[src/rtl/spi_port.sv]
module spi_port (
  input  logic       clk,
  input  logic       rst_n,
  input  logic [1:0] addr,
  input  logic       wr_en,
  input  logic       rd_en,
  input  logic [7:0] wdata,
  output logic [7:0] rdata,
  input  logic       sck_i,
  output logic       sck_o,
  output logic       sck_oe,
  input  logic       mosi_i,
  output logic       mosi_o,
  output logic       mosi_oe,
  input  logic       miso_i,
  output logic       miso_o,
  output logic       miso_oe,
  input  logic       ss_n_i
);
  logic       en, mstr, cpol, cpha;
  logic [2:0] rate;
  logic [7:0] sh, rxb, cnt;
  logic       rxbit, active, sck_int, sck_prev;
  logic [3:0] e;
  logic       done, wcol, fault, arm;

  wire wr_ctl = wr_en && addr == 2'd0;
  wire wr_dat = wr_en && addr == 2'd2;
  wire rd_st  = rd_en && addr == 2'd1;
  wire rd_dat = rd_en && addr == 2'd2;

  wire [7:0] half_m1 = (8'd1 << rate) - 8'd1;
  wire busy      = mstr ? active : (e != 4'd0);
  wire s_edge    = en && !mstr && !ss_n_i && (sck_i != sck_prev);
  wire tick      = (mstr && active && cnt == half_m1) || s_edge;
  wire lead      = ~e[0];
  wire samp      = lead ^ cpha;
  wire last      = e == 4'd15;
  wire din       = mstr ? miso_i : mosi_i;
  wire [7:0] sh_nxt = {sh[6:0], (samp && last) ? din : rxbit};
  wire fault_hit = en && mstr && !ss_n_i;

  always_ff @(posedge clk or negedge rst_n) begin
    if (!rst_n) begin
      en <= 1'b0; mstr <= 1'b0; cpol <= 1'b0; cpha <= 1'b0; rate <= 3'd0;
      sh <= 8'd0; rxb <= 8'd0; cnt <= 8'd0; rxbit <= 1'b0;
      active <= 1'b0; sck_int <= 1'b0; sck_prev <= 1'b0; e <= 4'd0;
      done <= 1'b0; wcol <= 1'b0; fault <= 1'b0; arm <= 1'b0;
    end else begin
      sck_prev <= sck_i;
      if (fault_hit) begin
        fault  <= 1'b1;
        arm    <= 1'b0;
        en     <= 1'b0;
        mstr   <= 1'b0;
        active <= 1'b0;
        e      <= 4'd0;
        cnt    <= 8'd0;
        sck_int <= cpol;
      end else begin
        if (wr_ctl) begin
          {rate, cpha, cpol, mstr, en} <= wdata[6:0];
          if (arm) begin
            fault <= 1'b0;
            arm   <= 1'b0;
          end
        end
        if (rd_st && fault) arm <= 1'b1;
        if (rd_dat) begin
          done <= 1'b0;
          wcol <= 1'b0;
        end
        if (wr_dat) begin
          if (busy) wcol <= 1'b1;
          else begin
            sh <= wdata;
            if (en && mstr) begin
              active <= 1'b1;
              cnt    <= 8'd0;
            end
          end
        end
        if (active) cnt <= (cnt == half_m1) ? 8'd0 : cnt + 8'd1;
        if (!active) sck_int <= cpol;
        else if (tick) sck_int <= ~sck_int;
        if (!en || (!mstr && ss_n_i)) begin
          e <= 4'd0;
          if (!en) active <= 1'b0;
        end else if (tick) begin
          e <= e + 4'd1;
          if (samp && !last) rxbit <= din;
          else if (samp || !(cpha && e == 4'd0)) sh <= sh_nxt;
          if (last) begin
            done   <= 1'b1;
            rxb    <= sh_nxt;
            active <= 1'b0;
          end
        end
      end
    end
  end

  always_comb begin
    case (addr)
      2'd0:    rdata = {1'b0, rate, cpha, cpol, mstr, en};
      2'd1:    rdata = {done, wcol, 1'b0, fault, 4'd0};
      2'd2:    rdata = rxb;
      default: rdata = 8'd0;
    endcase
  end

  assign sck_o   = sck_int;
  assign mosi_o  = sh[7];
  assign miso_o  = sh[7];
  assign sck_oe  = en && mstr && !fault;
  assign mosi_oe = en && mstr && !fault;
  assign miso_oe = en && !mstr && !ss_n_i && !fault;
endmodule

[config.mk]
export PLATFORM = sky130hd
export DESIGN_NAME = spi_port
export DESIGN_NICKNAME = d
export VERILOG_FILES = /design/src/rtl/spi_port.sv
export SDC_FILE = /design/constraint.sdc
export NUM_CORES = 1
export LEC_CHECK = 0
export ABC_AREA = 1
export BUFFER_PORTS_ARGS = -buffer_cell sky130_fd_sc_hd__buf_2
export CAP_MARGIN = 25
export CORE_MARGIN = 1.5
export CORE_UTILIZATION = 56
export DETAILED_ROUTE_END_ITERATION = 7
export PLACE_DENSITY = 0.77
export SETUP_SLACK_MARGIN = 0.4
export SKIP_LAST_GASP = 1
export SLEW_MARGIN = 20
export SYNTH_ARGS = -nofsm -noshare
export SYNTH_HDL_FRONTEND = slang
export SYNTH_SLANG_ARGS = --single-unit
export TNS_END_PERCENT = 30
[constraint.sdc]
create_clock -name clk -period 6.1 [get_ports clk]
set_input_delay 1.22 -clock clk [delete_from_list [all_inputs] [get_ports clk]]
set_output_delay 1.22 -clock clk [all_outputs]
set_load 0.05 [all_outputs]
==> run metrics <==
DR WL/cell=13.63 um; Routed WL=just under 6000 um; routability cong.=around 0.84; r2r startpoint=rate[1]; Synth warnings=0; Reg clk slew, reported paths=about 0.08 ns; Sink Count=43; worst-path cell chain=buf_2 > nor2_1 > inv_1 > o21ai_0 > buf_2; CTS root buf=clkbuf_8; Pins Over Slew Limit=0; post-synthesis sequential area ratio=0.4141; # DRC=0; clock skew=roughly 0.0035 ns; Top FF cell, synth=dfrtp_1; top-area cell type share of the netlist area=0.4141; DP Area=~2800 um2; # hold bufs at CTS=0; initial antenna violation count=0; top cells by count, synth=100 x nand2_1, 43 x dfrtp_1, 42 x nand3_1; CP Launch Type=input port; Mapped Area=approximately 2600 um2; CP dominant cell by count=buf_2; Fin. Hold Viols=0; Slew HR=0.6002; CP required=around 5 ns; CP Data Arrival Time=2.12 ns; Critical Path Slowest Stage Cell=buf_2; Via density=between 5 and 6; Inserted Diodes=0; core area=4414 um2; Worst Setup SP=addr[0]; share of cells above drive strength 1=0.1662; count of input and output buffers=31; FF+latch count, synth=43; pwr dens=approximately 300 nW/um2; CP max FO=9; setup slack, reg-to-reg=around 3.7 ns; unrepaired setup endpoints after global routing=false; clock share of power=0.257; via count=roughly 2,400; synthesized area per cell=between 7 and 8 um2; CTS tree=yes; number of top-level pins=32; GR Overflow Total=0; asr flop ratio synth=1.000; P_sw=between 0.0003 and 0.0004 W; Inst Count DP=roughly 420; critical path endpoint category=output pin; Max Cap Viol=0; postcts setup bufs=0; Cell variety after synth=35; max incr delay on CP=around 0.3 ns; Clock Path Buffers=2; fin worst setup slack=around 2.8 ns; first-pass GRT wire length=9839 um; largest net degree at the start of global routing=44; row count=24; Iter 0 DRT Violations=roughly 180; Final period util=0.5478; Net Sw Frac=0.3907; FF-to-FF path depth=13; internal power=approximately 0.00053 W; Max VDD drop=around 0.17 mV; vias in the first global route=between 2,000 and 2,500; Combinational Power Share=0.315; EDFF count, synth=0; H-tree depth reported by CTS=2; Hold Path Class=flip-flop to flip-flop; fmax=~0.3 GHz; biggest area consumer among synthesized cells=dfrtp_1; P_leak=1.472 nW; Initial Utilization=0.5887; crit path time final=3.341 ns; Layout Nets=400; setup TNS=0 ns; Num CTS Buffers=5; Die W=roughly 71 um; Syn Nets=between 300 and 400; Area contributors post-synth=dfrtp_1 41%, nand2_1 14%, nand3_1 8.1%; Sequential Power Share=0.428; final cell count without fillers=431; worst skew pair latency=~0.29 ns; Total GRT Usage=0.2479; die height=a little over 70 um; dpl hpwl=approximately 4300 um; Pre-antenna DRT Iters=4; Power, Total=a little under 0.0009 W; ANT nets after route=0; count leader, synth=nand2_1; status=completed; Die ar.=approximately 5000 um2; crit path capture=rdata[2]; Final Setup Violations=0; Syn Inst Count=roughly 350; area grow syn2layout=11.27%; worst slew pin tran=approximately 0.60 ns; Crit Path Category=input port to output pin; DP Worst Slack=2.778 ns; FF-to-FF End=rxb[0]; cell area after layout=about 2900 um2; PostCTS Resize Cnt=0
[placed cells by master (no fill, tap or decap), types with 6 or more instances in the layout]
master / instances
xor2_1: 6
nor2_1: 30
o21ai_2: 8
a21oi_1: 10
nand2_1: 100
buf_2: 31
inv_1: 35
nand3_1: 42
inv_2: 6
o21ai_0: 22
dfrtp_1: 43
[sequential cells by signal, indices dropped and copies added, names as in the netlist, 3 cells and up]
name	cells
e	4
rate	3
rxb	8
cnt	8
sh	8
[logic make-up (layout without fill, tap and decap cells)]
logic type      Yosys count  after routing  share of synthesized area
compound gates           52             52                     0.1189
fa+ha+maj                 4              4                    0.01926
simple gates            188            188                     0.3274
buf+inv                  52             82                    0.08522
flops                    43             43                     0.4141
mux                       3              3                    0.01156
xor+xnor                  7              7                    0.02359
[stage by stage]
step           hold WS (ns)  utilization
2_1_floorplan        0.4491            -
3_3_place_gp         0.4616       0.6250
3_5_place_dp         0.4656       0.6250
4_1_cts              0.4880       0.6505
5_1_grt              0.4953       0.6550
6_report             0.4906       0.6550
[per-layer routing]
layer | GRT usage | routed length (um)
met5 | 0 | 0
met4 | 0.06080 | 46
met3 | 0.04416 | 307
met2 | 0.3780 | 2735
met1 | 0.3698 | 2783
[worst max-delay path, delay by kind of cell]
| kind | cells | cell delay, ns |
|---|---|---|
| buffers and inverters | 3 | 0.57 |
| AOI/OAI and AO/OA | 1 | 0.22 |
| and+or+nand+nor | 1 | 0.10 |
[cell type report]
type,count,area [um2]
Fill cell,391,1523
Clock buffer,5,68.82
Clock inverter,3,43.79
Tap cell,52,65.06
Multi-Input combinational cell,254,1301
Sequential cell,43,1076
Timing Repair Buffer,33,182.7
Inverter,41,153.9
[worst min path at each step]
stage / startpoint / end / cells after the start
4_1_cts: sh[0] / sh[0] / 2
5_1_grt: rxb[0] / rxb[0] / 2
3_3_place_gp: sh[5] / sh[5] / 2
2_1_floorplan: sh[0] / sh[0] / 2
6_report: sh[0] / sh[0] / 2
3_5_place_dp: sh[0] / sh[0] / 2
[power by group through the flow]
stage / Clock (W) / Combinational, W / Sequential (W)
floorplan: 0 / 0.000205 / 0.000377
global placement: 0 / 0.000264 / 0.000375
detailed placement: 0 / 0.000270 / 0.000377
CTS: 0.000226 / 0.000271 / 0.000371
global route: 0.000240 / 0.000304 / 0.000378
finish: 0.000223 / 0.000274 / 0.000372
(Power assumes the default switching activity.)
